==> src/rtl/rfdp_pkg.sv <==
package rfdp_pkg;

    localparam int DATA_W = 4;
    localparam int REG_N  = 4;
    localparam int ADDR_W = $clog2(REG_N);
    localparam int OP_W   = 3;

    typedef logic [DATA_W-1:0] word_t;
    typedef logic [ADDR_W-1:0] addr_t;

    typedef enum logic [OP_W-1:0] {
        OP_NOP   = 3'd0,
        OP_SET   = 3'd1,
        OP_INC   = 3'd2,
        OP_DEC   = 3'd3,
        OP_LOAD  = 3'd4,
        OP_STORE = 3'd5,
        OP_ADD   = 3'd6,
        OP_COPY  = 3'd7
    } op_e;

    typedef struct packed {
        op_e   alu_op;
        addr_t rd_a;
        addr_t rd_b;
        addr_t wr_addr;
        logic  wr_en;
        logic  take_mem;
    } ctrl_t;

    function automatic logic op_writes(op_e op);
        return !(op == OP_NOP || op == OP_STORE);
    endfunction

    function automatic word_t pick_word(logic [REG_N*DATA_W-1:0] flat, addr_t idx);
        return flat[idx*DATA_W +: DATA_W];
    endfunction

endpackage

==> src/rtl/rfdp_decode.sv <==
module rfdp_decode
    import rfdp_pkg::*;
(
    input  op_e   op,
    input  addr_t dst,
    input  addr_t src,
    output ctrl_t ctrl
);
    always_comb begin
        ctrl.alu_op   = op;
        ctrl.rd_b     = src;
        ctrl.rd_a     = (op == OP_COPY) ? src : dst;
        ctrl.wr_addr  = dst;
        ctrl.wr_en    = op_writes(op);
        ctrl.take_mem = (op == OP_LOAD);
    end
endmodule

==> src/rtl/rfdp_alu.sv <==
module rfdp_alu
    import rfdp_pkg::*;
#(
    parameter int W = DATA_W
) (
    input  op_e          op,
    input  logic [W-1:0] opnd_a,
    input  logic [W-1:0] opnd_b,
    output logic [W-1:0] result,
    output logic         is_zero
);
    logic [W-1:0] addend;
    logic         carry_in;
    logic [W-1:0] carry;
    logic [W-1:0] sum;

    always_comb begin
        addend   = '0;
        carry_in = 1'b0;
        unique case (op)
            OP_INC:  carry_in = 1'b1;
            OP_DEC:  addend   = '1;
            OP_ADD:  addend   = opnd_b;
            default: ;
        endcase
    end

    assign carry[0] = carry_in;

    for (genvar i = 0; i < W; i++) begin : g_ripple
        assign sum[i] = opnd_a[i] ^ addend[i] ^ carry[i];
        if (i < W - 1) begin : g_carry
            assign carry[i+1] = (opnd_a[i] & addend[i]) |
                                (opnd_a[i] & carry[i])  |
                                (addend[i] & carry[i]);
        end
    end

    always_comb begin
        unique case (op)
            OP_NOP:                      result = '0;
            OP_SET:                      result = W'(1);
            OP_INC, OP_DEC, OP_ADD:      result = sum;
            OP_LOAD, OP_STORE, OP_COPY:  result = opnd_a;
            default:                     result = '0;
        endcase
    end

    assign is_zero = ~|result;
endmodule

==> src/rtl/rfdp_regfile.sv <==
module rfdp_regfile
    import rfdp_pkg::*;
#(
    parameter int W = DATA_W,
    parameter int N = REG_N,
    localparam int AW = $clog2(N)
) (
    input  logic            clk,
    input  logic            rst,
    input  logic            wr_en,
    input  logic [AW-1:0]   wr_addr,
    input  logic [W-1:0]    wr_data,
    input  logic [AW-1:0]   rd_a,
    input  logic [AW-1:0]   rd_b,
    output logic [W-1:0]    rd_a_data,
    output logic [W-1:0]    rd_b_data,
    output logic [N*W-1:0]  snapshot
);
    logic [W-1:0] mem [N];
    logic [N-1:0] wsel;

    for (genvar g = 0; g < N; g++) begin : g_slot
        assign wsel[g] = wr_en && (wr_addr == AW'(g));
        assign snapshot[g*W +: W] = mem[g];
    end

    always_ff @(posedge clk) begin
        for (int i = 0; i < N; i++) begin
            if (rst)          mem[i] <= '0;
            else if (wsel[i]) mem[i] <= wr_data;
        end
    end

    assign rd_a_data = mem[rd_a];
    assign rd_b_data = mem[rd_b];

    AST_IDLE_HOLDS: assert property (@(posedge clk) disable iff (rst)
        !wr_en |=> $stable(snapshot));
endmodule

==> src/rtl/rf_datapath.sv <==
module rf_datapath
    import rfdp_pkg::*;
(
    input  logic             clk,
    input  logic             rst,
    input  logic [OP_W-1:0]  opcode,
    input  logic [ADDR_W-1:0] opr_dst,
    input  logic [ADDR_W-1:0] opr_src,
    input  logic [DATA_W-1:0] mem_in,
    output logic [DATA_W-1:0] mem_out,
    output logic             zero_flag
);
    ctrl_t ctrl;
    op_e   op;
    word_t port_a, port_b, alu_res, wr_data;
    logic [REG_N*DATA_W-1:0] snap;

    assign op = op_e'(opcode);

    rfdp_decode u_dec (
        .op   (op),
        .dst  (opr_dst),
        .src  (opr_src),
        .ctrl (ctrl)
    );

    rfdp_regfile #(.W(DATA_W), .N(REG_N)) u_rf (
        .clk       (clk),
        .rst       (rst),
        .wr_en     (ctrl.wr_en),
        .wr_addr   (ctrl.wr_addr),
        .wr_data   (wr_data),
        .rd_a      (ctrl.rd_a),
        .rd_b      (ctrl.rd_b),
        .rd_a_data (port_a),
        .rd_b_data (port_b),
        .snapshot  (snap)
    );

    rfdp_alu #(.W(DATA_W)) u_alu (
        .op      (ctrl.alu_op),
        .opnd_a  (port_a),
        .opnd_b  (port_b),
        .result  (alu_res),
        .is_zero (zero_flag)
    );

    assign wr_data = ctrl.take_mem ? mem_in : alu_res;
    assign mem_out = alu_res;

    // Assertion support: remember last instruction and operand values
    logic  v_q;
    op_e   op_q;
    addr_t dst_q;
    word_t mem_in_q, dst_val_q, src_val_q;

    always_ff @(posedge clk) begin
        if (rst) begin
            v_q       <= 1'b0;
            op_q      <= OP_NOP;
            dst_q     <= '0;
            mem_in_q  <= '0;
            dst_val_q <= '0;
            src_val_q <= '0;
        end else begin
            v_q       <= 1'b1;
            op_q      <= op;
            dst_q     <= opr_dst;
            mem_in_q  <= mem_in;
            dst_val_q <= pick_word(snap, opr_dst);
            src_val_q <= pick_word(snap, opr_src);
        end
    end

    AST_SET_ONE: assert property (@(posedge clk) disable iff (rst)
        (v_q && op_q == OP_SET) |-> pick_word(snap, dst_q) == word_t'(1));
    AST_INC_WRAP: assert property (@(posedge clk) disable iff (rst)
        (v_q && op_q == OP_INC) |-> pick_word(snap, dst_q) == word_t'(dst_val_q + 1'b1));
    AST_DEC_WRAP: assert property (@(posedge clk) disable iff (rst)
        (v_q && op_q == OP_DEC) |-> pick_word(snap, dst_q) == word_t'(dst_val_q - 1'b1));
    AST_LOAD_TAKES: assert property (@(posedge clk) disable iff (rst)
        (v_q && op_q == OP_LOAD) |-> pick_word(snap, dst_q) == mem_in_q);
    AST_STORE_SHOWS: assert property (@(posedge clk) disable iff (rst)
        (op == OP_STORE) |-> mem_out == pick_word(snap, opr_dst));
    AST_COPY_MOVES: assert property (@(posedge clk) disable iff (rst)
        (v_q && op_q == OP_COPY) |-> pick_word(snap, dst_q) == src_val_q);
    AST_ZERO_MATCH: assert property (@(posedge clk) disable iff (rst)
        zero_flag == (mem_out == '0));
endmodule

==> config.mk <==
export PLATFORM = sky130hd
export DESIGN_NAME = rf_datapath
export DESIGN_NICKNAME = d
export VERILOG_FILES = /design/src/rtl/rfdp_pkg.sv /design/src/rtl/rfdp_decode.sv /design/src/rtl/rfdp_alu.sv /design/src/rtl/rfdp_regfile.sv /design/src/rtl/rf_datapath.sv
export SDC_FILE = /design/constraint.sdc
export NUM_CORES = 1
export LEC_CHECK = 0
export ABC_AREA = 1
export BUFFER_PORTS_ARGS = -buffer_cell sky130_fd_sc_hd__buf_2
export CORE_ASPECT_RATIO = 0.8
export CORE_MARGIN = 8
export CORE_UTILIZATION = 57
export CTS_BUF_LIST = sky130_fd_sc_hd__clkbuf_4 sky130_fd_sc_hd__clkbuf_8 sky130_fd_sc_hd__clkbuf_16
export CTS_CLUSTER_SIZE = 10
export DETAILED_ROUTE_END_ITERATION = 6
export GPL_TIMING_DRIVEN = 0
export PLACE_DENSITY = 0.76
export SLEW_MARGIN = 30
export SYNTH_ARGS = -nofsm -noshare
export SYNTH_HDL_FRONTEND = slang
export SYNTH_SLANG_ARGS = --single-unit
==> constraint.sdc <==
create_clock -name clk -period 5.83 [get_ports clk]
set_input_delay 1.4575 -clock clk [delete_from_list [all_inputs] [get_ports clk]]
set_output_delay 1.4575 -clock clk [all_outputs]
set_load 0.05 [all_outputs]
# ---- Word level (Yosys, flattened, before mapping)
# Memories as Yosys holds them, arrays and structs flattened.
# Index checks and enable logic that the tools add are counted.
# W data, S select, Z words.
dict set report classes {
  eq_ne 10
  mux 23
  n_bitwise 27
  n_reduce_logical 12
}
# cell count
set ops {}
lappend ops {{$mux W4} 5}
lappend ops {{$pmux W4 S4} 1}
lappend ops {{$mux W1} 15}
lappend ops {{$eq A3 B3 Y1 const B} 4}
lappend ops {{$or A1 B1 Y1} 10}
lappend ops {{$and A1 B1 Y1} 9}
lappend ops {{$pmux W4 S2} 1}
lappend ops {{$xor A1 B1 Y1} 8}
lappend ops {{$eq A3 B2 Y1 const B} 2}
lappend ops {{$reduce_or A3 Y1} 2}
lappend ops {{$eq A2 B2 Y1 const B} 2}
lappend ops {{$logic_and A1 B1 Y1} 4}
lappend ops {{$reduce_or A4 Y1} 1}
lappend ops {{$eq A3 B1 Y1 const B} 1}
lappend ops {{$logic_not A3 Y1} 1}
lappend ops {{$eq A2 B1 Y1 const B} 1}
lappend ops {{$logic_not A1 Y1} 2}
lappend ops {{$logic_not A2 Y1} 1}
lappend ops {{$mux W2} 1}
lappend ops {{$logic_or A1 B1 Y1} 1}
dict set report totals {
  ff_bits 0
  mem_bits_rw 16
  inputBits 13
  output_inout_bits 5
  memories 1
}
# memory depth width rd rd_ports_with_merged_regs wr line_no
set memory_table {}
lappend memory_table {u_rf.mem 4 4 2 0 4 rfdp_regfile.sv:19} ;# logic [W-1:0] mem [N];

# ---- Longest topological paths before layout
# Gate-level depths: netlist (run 1).
# An unclocked memory read counts as a cell.
dict set report logic_depth {
  depth_word 16
  mapped_depth 20
  depth_no_buf 20
}

# ---- By module
# From an unflattened synthesis (run 1), not the netlist that was laid out.
dict set report hier_totals {
  cells_unflattened 210
  hier_area_um2 1386.3
}
# module n_inst cells_each area_each_um2
set by_module_without_submodules {}
lappend by_module_without_submodules {rfdp_regfile 1 129 952.2}
lappend by_module_without_submodules {rfdp_alu 1 48 269.0}
lappend by_module_without_submodules {rfdp_decode 1 20 116.4}
lappend by_module_without_submodules {rf_datapath 1 13 48.8}

# ---- Least setup slack after synthesis (run 1)
# OpenSTA, ideal clock, no wires.
dict set report synth_path {
  kind {input to output}
  start {input port opr_src[0]}
  end {output port zero_flag}
  arrival_time_ps 4279
  t_required_ps 4373
  setup_slack_ps 93
  stages 16
  cell_sequence {buf_2 -> inv_2 -> a21oi_1 -> o21ai_0 -> a31oi_1 -> fa_1 -> inv_1 -> fa_1 -> fa_1 -> nand3_1 -> nand2_1 -> nand2_1 -> nand2_1 -> nand2_1 -> nand2_2 -> nor3_2}
}
dict set report synth_between {
  elab_chain_len 15
  word_cells_on_any_way 29
  classes_between {3 x mux; 23 x bitwise; 2 x reduce/logical; 1 x memory}
}
# element line_no
set synth_rtl {}
lappend synth_rtl {{from (decl)} rf_datapath.sv:8} ;# input logic [ADDR_W-1:0] opr_src,
lappend synth_rtl {{$mem_v2 Z4 W4 *} --}
lappend synth_rtl {{$pmux W4 S2 / $mem_v2 Z4 W4 (equally long branches)} --}
lappend synth_rtl {{$and A1 B1 Y1 (on tied branches)} {rfdp_alu.sv:33, rfdp_alu.sv:34}}
lappend synth_rtl {{$or A1 B1 Y1} rfdp_alu.sv:33} ;# assign carry[i+1] = (opnd_a[i] & addend[i]) |
lappend synth_rtl {{$or A1 B1 Y1} rfdp_alu.sv:34} ;# (opnd_a[i] & carry[i]) |
lappend synth_rtl {{$and A1 B1 Y1} rfdp_alu.sv:34}
lappend synth_rtl {{$or A1 B1 Y1} rfdp_alu.sv:33}
lappend synth_rtl {{$or A1 B1 Y1} rfdp_alu.sv:34}
lappend synth_rtl {{$and A1 B1 Y1} rfdp_alu.sv:34}
lappend synth_rtl {{$or A1 B1 Y1} rfdp_alu.sv:33}
lappend synth_rtl {{$or A1 B1 Y1} rfdp_alu.sv:34}
lappend synth_rtl {{$xor A1 B1 Y1} rfdp_alu.sv:31} ;# assign sum[i] = opnd_a[i] ^ addend[i] ^ carry[i];
lappend synth_rtl {{$pmux W4 S4 *} rfdp_alu.sv:40} ;# unique case (op)
lappend synth_rtl {{net mem_out[3]} rf_datapath.sv:10} ;# output logic [DATA_W-1:0] mem_out,
lappend synth_rtl {{$reduce_or A4 Y1 *} rfdp_alu.sv:49} ;# assign is_zero = ~|result;
lappend synth_rtl {{$logic_not A1 Y1 *} rfdp_alu.sv:49}
lappend synth_rtl {{to (decl)} rf_datapath.sv:11} ;# output logic zero_flag
# Mark *: on every way through the listed nets, which the timed path passes. The rest lies on a longest branch.

# ---- Final worst setup path (run 1)
dict set report layout_path {
  start {input port opcode[2]}
  end {output port zero_flag}
}
dict set report layout_between {
  elab_chain_len 16
  word_cells_on_any_way 40
  classes_between {7 x eq/ne; 4 x mux; 23 x bitwise; 5 x reduce/logical; 1 x memory}
}
# element line_no
set layout_rtl {}
lappend layout_rtl {{from (decl)} rf_datapath.sv:6} ;# input logic [OP_W-1:0] opcode,
lappend layout_rtl {{$eq A3 B3 Y1} {rfdp_decode.sv:12, rfdp_alu.sv:40}}
lappend layout_rtl {{$mux W2} rfdp_decode.sv:12} ;# ctrl.rd_a = (op == OP_COPY) ? src : dst;
lappend layout_rtl {{$mem_v2 Z4 W4} --}
lappend layout_rtl {{$and A1 B1 Y1 (on tied branches)} {rfdp_alu.sv:33, rfdp_alu.sv:34}}
lappend layout_rtl {{$or A1 B1 Y1} rfdp_alu.sv:33}
lappend layout_rtl {{$or A1 B1 Y1} rfdp_alu.sv:34}
lappend layout_rtl {{$and A1 B1 Y1} rfdp_alu.sv:34}
lappend layout_rtl {{$or A1 B1 Y1} rfdp_alu.sv:33}
lappend layout_rtl {{$or A1 B1 Y1} rfdp_alu.sv:34}
lappend layout_rtl {{$and A1 B1 Y1} rfdp_alu.sv:34}
lappend layout_rtl {{$or A1 B1 Y1} rfdp_alu.sv:33}
lappend layout_rtl {{$or A1 B1 Y1} rfdp_alu.sv:34}
lappend layout_rtl {{$xor A1 B1 Y1} rfdp_alu.sv:31}
lappend layout_rtl {{$pmux W4 S4 *} rfdp_alu.sv:40}
lappend layout_rtl {{$reduce_or A4 Y1 *} rfdp_alu.sv:49}
lappend layout_rtl {{$logic_not A1 Y1 *} rfdp_alu.sv:49}
# Mark *: on every way between the ends. The rest lies on a longest branch, timed or not.

==> impl_results.md, run 1 <==
- Synth Warn #: 0
- DR vias: 1301
- Arr. time, crit path: 4170 ps
- Post-synthesis compound-gate area fraction: 11.18%
- Max reg flops: 16
- Routing usage on met1: 23.49%
- Proportion of synthesized chip area in sequential cells: 35.49%
- GR Util met3: 2.848%
- All-Layer GR Usage: 16.08%
- Placement Setup Slack: 176.2 ps
- HPWL after DPL: 2.748 mm
- Die width: 70.49 microns
- Post-Syn Area: 1354 sq um
- Slew at the pin closest to its max-slew limit: 403.9 ps
- VDD IR max: 0.1859 mV
- Placer congestion estimate: 0.9220
- I/O pin count: 18
- Final worst-path cycle share: 96.45%
- Leak Pwr: 0.0006951 uW
- Most flop-heavy register: u_rf.mem
- Max FO, Critical Path: 7
- Number of iterations in the first detailed-routing pass: 4
- Met2 usage: 22.68%
- Xor/xnor share of the synthesized area: 0%
- # diodes: 0
- ANT nets after route: 0
- Die Area: 4200 sq um
- Pwr per Cell Area: 214.3 nW/um^2
- Insertion delay to the later sink of the worst-skew pair: 280 ps
- Final wirelength: 3.343 mm
- Relative slew slack: 72.30%
- Layout Nets: 224
- Worst setup startpoint: opcode[2]
- Initial Util: 61.65%
- Layout area overhead: 10.35%
- Multiplexer area fraction after synthesis: 1.756%
- Worst r2r src: u_rf.mem[1][0]$_SDFFCE_PN0P_
- Final Hold Fails: 0
- Worst hold path class: reg -> reg
- Rows: 15
- Seq cells post-synth: 16
- Maxcap violations: 0
- Final min period: 5623 ps
- TritonCTS Buffers: 3
- Clock Pin Slew Worst Setup and Hold Paths: 90 ps
- Highest achievable clock rate: 177.8 MHz
- Worst Path Required: 4370 ps
- Simple-Gate Fraction of Synth Area: 39.28%
- First-pass GRT wire length: 5.444 mm
- Top flop regs: u_rf.mem: 16 flops
- Buffers on Ports: 16
- GRT Residual Overflow: 0
- CP startpoint kind: input pin
- Vias in the first global route: 1193
- Final setup vio count: 0
- Share of layout cells above drive strength 1: 24.64%
- DRC viols: 0
- Core area: 2196 sq um
- Sink Count: 16
- Initial antenna violation count: 0
- Avg Inst Size Synth: 7.240 sq um
- Clk_skew: 7.254 ps
- Largest net degree at the start of global routing: 11
- Unrepaired setup endpoints after global routing: no
- Largest family of logic cells by synthesized area: simple AND/OR/NAND/NOR gates
- DIE HEIGHT: 59.59 microns
- Outcome: completed
- H-tree levels: 1
- Slew Limit Fails: 0
- Worst-case clock buffer depth: 2
- Setup ws final: 207.0 ps
- Worst Setup End Kind: primary output
- Synth unique cells: 24
- TritonCTS clock tree: built
- Worst hold start: u_rf.mem[2][1]$_SDFFCE_PN0P_
- Grt peak-use layer: met1
- Vias per Instance: 5.608
- CTS root buffer: clkbuf_4
- Syn nets: 203
- Average wire per standard cell: 14.41 microns
- Critical path type: in -> out
- Mapped Cells: 187
- Adder-Cell Fraction of Synth Area: 4.436%
- First DRT Iteration DRCs: 160
- Post-Route Setup TNS: 0 ps
## power by group
part	total (uW)	leakage, uW	internal [uW]	switching, uW
Sequential	139	0.000169	134	4.42
Clock	56.4	0.0000154	24.8	31.5
Combinational	125	0.000511	37.1	87.8
Total	320	0.000695	196	124
## cells in the final DEF (no fill, tap or decap), types with 2 or more instances in the layout
master / instances
nand2_1: 50
inv_1: 22
nand3_1: 21
buf_2: 16
nor2_1: 16
edfxtp_1: 16
a21oi_1: 11
o21ai_0: 8
nand2_2: 8
inv_2: 5
or2_2: 5
nor2_2: 4
nor3_1: 4
fa_1: 3
clkbuf_4: 3
nand3_2: 2
o21ai_2: 2
o22ai_1: 2
## logic make-up after synthesis
kind of cell             Yosys count
AND/OR/NAND/NOR                  113
buffers and inverters             28
AO/OA/AOI/OAI                     25
flip-flops                        16
adder cells (fa/ha/maj)            3
multiplexers                       2
## worst paths after layout
check                                               endpoint  slack, ps  cells past startpoint
worst min register to register  u_rf.mem[1][1]$_SDFFCE_PN0P_       1080                      6
worst min-delay path            u_rf.mem[1][1]$_SDFFCE_PN0P_       1080                      6
worst max-delay path                               zero_flag        210                     19
worst max register to register  u_rf.mem[3][3]$_SDFFCE_PN0P_       3020                     17
## Yosys cell counts
library cell / number / area (sq um)
a21oi_1: 11 / 55.05
a31oi_1: 1 / 6.260
buf_2: 1 / 5.000
edfxtp_1: 16 / 480.5
fa_1: 3 / 60.06
inv_1: 22 / 82.58
inv_2: 5 / 18.77
mux2i_1: 1 / 10.01
mux2i_2: 1 / 13.76
nand2_1: 50 / 187.7
nand2_2: 8 / 50.05
nand2_4: 1 / 11.26
nand3_1: 21 / 105.1
nand3_2: 2 / 20.02
nor2_1: 16 / 60.06
nor2_2: 4 / 25.02
nor2_4: 1 / 11.26
nor3_1: 4 / 20.02
nor3_2: 1 / 10.01
o21ai_0: 8 / 40.04
o21ai_2: 2 / 17.52
o22ai_1: 2 / 12.51
o22ai_4: 1 / 20.02
or2_2: 5 / 31.28
## layer usage
metal | up-vias | wire (microns)
li1 | 653 | -
met1 | 573 | 1560
met2 | 68 | 1454
met3 | 7 | 262
met4 | 0 | 65
met5 | - | 0
## metrics by stage
step / hold WS (ps) / cell area [sq um] / power (uW) / util, % / std cells
after floorplan: 1128 / 1354 / 232.8 / - / 187
after global placement: 1032 / 1465 / 261.2 / 66.72 / 228
after detailed placement: 1052 / 1465 / 264.2 / 66.72 / 228
after CTS: 1073 / 1491 / 317.6 / 67.92 / 232
after global routing: 1156 / 1494 / 335.4 / 68.03 / 232
final: 1076 / 1494 / 320.1 / 68.03 / 232
## area by class of cell
cell class / count / area, sq um
tap: 25 / 31.28
clock inverter: 1 / 3.754
timing repair buffer: 16 / 82.58
multi-input combinational: 143 / 767.0
fill: 198 / 701.9
inverter: 27 / 101.3
clock buffer: 3 / 22.52
buffer: 1 / 5.005
sequential: 16 / 480.5
## critical path, stage by stage
cell and delay, ps:
buf_2 150, nand3_2 140, nand2_1 110, o21ai_2 120
inv_2 120, nand3_1 120, nand2_2 100, fa_1 170
inv_1 50, fa_1 400, fa_1 430, nand3_1 110
nand2_1 50, nand2_1 50, nand2_1 50, nand2_1 60
nand2_2 90, nor3_2 160, buf_4 220
## repair_timing
item                                    4_1_cts  5_1_grt
hold buffers                                  0        0
gates resized for setup                       0        2
buffers inserted                              0        0
endpoints found under the setup margin        0        1
(Power assumes the default switching activity.)
==> run 2: changes to the inputs <==
GPL_TIMING_DRIVEN = 1   (was 0)
==> run 2 against run 1 <==
Net effect: routed wire length is 0.27% higher; first-iteration DRC count is 10% lower; power fell by 0.34%; count of clock-buffer cells in the layout stayed put; hold slack improved by 39 ps; utilization decreased by 0.17 points; critical endpoint unchanged; highest routed layer unchanged.
==> impl_results.md, run 2 (synthesis results as in run 1) <==
- Pwr per Cell Area: 214.1 nW/um^2
- Final setup vio count: 0
- Die width: 70.49 microns
- Most frequent cells in the layout: nand2_1 (50), inv_1 (22), nand3_1 (21)
- CP bufs+invs: 3
- Slew at the pin closest to its max-slew limit: 427.6 ps
- Total power: 319.0 uW
- Post-Route Setup TNS: 0 ps
- Top delay family on crit path: simple AND/OR/NAND/NOR gates
- Largest net degree at the start of global routing: 11
- First DRT Iteration DRCs: 144
- Grt peak-use layer: met2
- Max reg flops: 16
- Vias per Instance: 5.610
- Share of layout cells above drive strength 1: 24.76%
- Insertion delay to the later sink of the worst-skew pair: 280 ps
- Max FO, Critical Path: 9
- Met2 usage: 26.03%
- Vias in the first global route: 1273
- Routing usage on met1: 23.18%
- Sink Count: 16
- Number of iterations in the first detailed-routing pass: 4
- Initial Util: 61.65%
- All-Layer GR Usage: 16.67%
- Logic pwr share: 39.2%
- Worst Setup End Kind: primary output
- Rows: 15
- CP cell instances: buf_2 > nand3_2 > nand2_1 > nand2_4 > nand2_1 > nand3_1 > nand2_2 > fa_1 > inv_1 > fa_1 > fa_1 > nand3_1 > nand2_1 > nand2_1 > nand2_1 > nand2_1 > nand2_2 > nor3_2 > clkbuf_4
- Clock network power share: 17.3%
- Sequential Power Share: 43.6%
- Critical path's slowest cell: fa_1
- CTS root buffer: clkbuf_4
- Die Area: 4200 sq um
- Average wire per standard cell: 14.51 microns
- Final wirelength: 3.352 mm
- Leak Pwr: 0.0006931 uW
- Worst hold path class: reg -> reg
- Commonest non-fill, non-tap cell in the layout: nand2_1
- I/O pin count: 18
- Core area: 2196 sq um
- VDD IR max: 0.2142 mV
- ANT nets after route: 0
- Buffers on Ports: 17
- Arr. time, crit path: 4090 ps
- HPWL after DPL: 2.819 mm
- Worst-case clock buffer depth: 2
- Final min period: 5552 ps
- Final instance area: 1490 sq um
- DR vias: 1296
- Clock Pin Slew Worst Setup and Hold Paths: 80 ps
- Crit path top cell by count: nand2_1
- # diodes: 0
- GRT Residual Overflow: 0
- Slew Limit Fails: 0
- GR Util met3: 3.685%
- Critical path type: in -> out
- Placed cell areas: 1465 sq um
- Relative slew slack: 70.68%
- Switch share: 38.74%
- TritonCTS clock tree: built
- CP max stage delay: 420 ps
- Placer congestion estimate: 0.9979
- Outcome: completed
- Cell internal pwr: 195.4 uW
- Clk_skew: 2.106 ps
- Unrepaired setup endpoints after global routing: no
- Layout area overhead: 10.07%
- First-pass GRT wire length: 5.692 mm
- Maxcap violations: 0
- Final worst-path cycle share: 95.23%
- Final Hold Fails: 0
- TritonCTS Buffers: 3
- Highest achievable clock rate: 180.1 MHz
- Psw: 123.6 uW
- CP startpoint kind: input pin
- Layout Nets: 224
- DRC viols: 0
- DIE HEIGHT: 59.59 microns
- Worst Path Required: 4370 ps
- H-tree levels: 1
- Top flop regs: u_rf.mem: 16 flops
- Initial antenna violation count: 0
- Most flop-heavy register: u_rf.mem
run 2: cell count changes in the layout (fill, tap and decap cells not counted):
cell and delta:
clkbuf_4 +1, buf_4 -1, clkinv_1 -1
run 2: power by group through the flow:
stage,Clock (uW),Sequential (uW),Combinational [uW]
after CTS,55.2,139,124
after global routing,59.9,140,138
final,55.1,139,125
after floorplan,0,139,93.6
after global placement,0,142,120
after detailed placement,0,141,123
run 2: worst register-to-register path, cell delays in order, from the launching register on:
cell and delay, ps:
edfxtp_1 340, inv_1 60, a21oi_1 140, o21ai_0 130, a31oi_1 250, fa_1 200, inv_1 50, fa_1 380
fa_1 420, inv_1 90, nand3_1 80, nand2_1 70, nand2_1 50, nand2_1 60, nand2_1 60, nand2_2 100
nand2_2 90, a21oi_1 150
run 2: layout make-up:
| type | count | area (sq um) |
|---|---|---|
| sequential | 16 | 480.5 |
| inverter | 27 | 101.3 |
| clock buffer | 3 | 22.52 |
| timing repair buffer | 17 | 87.58 |
| fill | 185 | 705.7 |
| tap | 25 | 31.28 |
| multi-input combinational | 143 | 767.0 |
run 2: metal layers:
metal / vias to the layer above / routed length (microns)
li1: 650 / -
met1: 600 / 1610
met2: 44 / 1487
met3: 2 / 239
met4: 0 / 14
met5: - / 0
run 2: stage by stage:
stage / utilization, % / cells / worst slack [ps] / hold slack (ps)
after floorplan: - / 187 / 93.06 / 1128
after global placement: 66.72 / 228 / 364.8 / 1065
after detailed placement: 66.72 / 228 / 275.6 / 1097
after CTS: 67.75 / 231 / 265.3 / 1119
after global routing: 67.86 / 231 / 9.221 / 1200
final: 67.86 / 231 / 278.1 / 1114
run 2: path summary, 6_finish.rpt:
check,start,to,slack (ps),depth (start not counted)
worst max-delay path,opcode[2],zero_flag,280,19
worst min register to register,u_rf.mem[0][1]$_SDFFCE_PN0P_,u_rf.mem[3][1]$_SDFFCE_PN0P_,1110,6
worst max register to register,u_rf.mem[1][0]$_SDFFCE_PN0P_,u_rf.mem[2][3]$_SDFFCE_PN0P_,2950,17
worst min-delay path,u_rf.mem[0][1]$_SDFFCE_PN0P_,u_rf.mem[3][1]$_SDFFCE_PN0P_,1110,6
run 2: timing repair:
action | in CTS | in global routing
buffers inserted | 0 | 0
hold buffers | 0 | 0
setup endpoints to repair | 0 | 1
gates resized for setup | 0 | 1
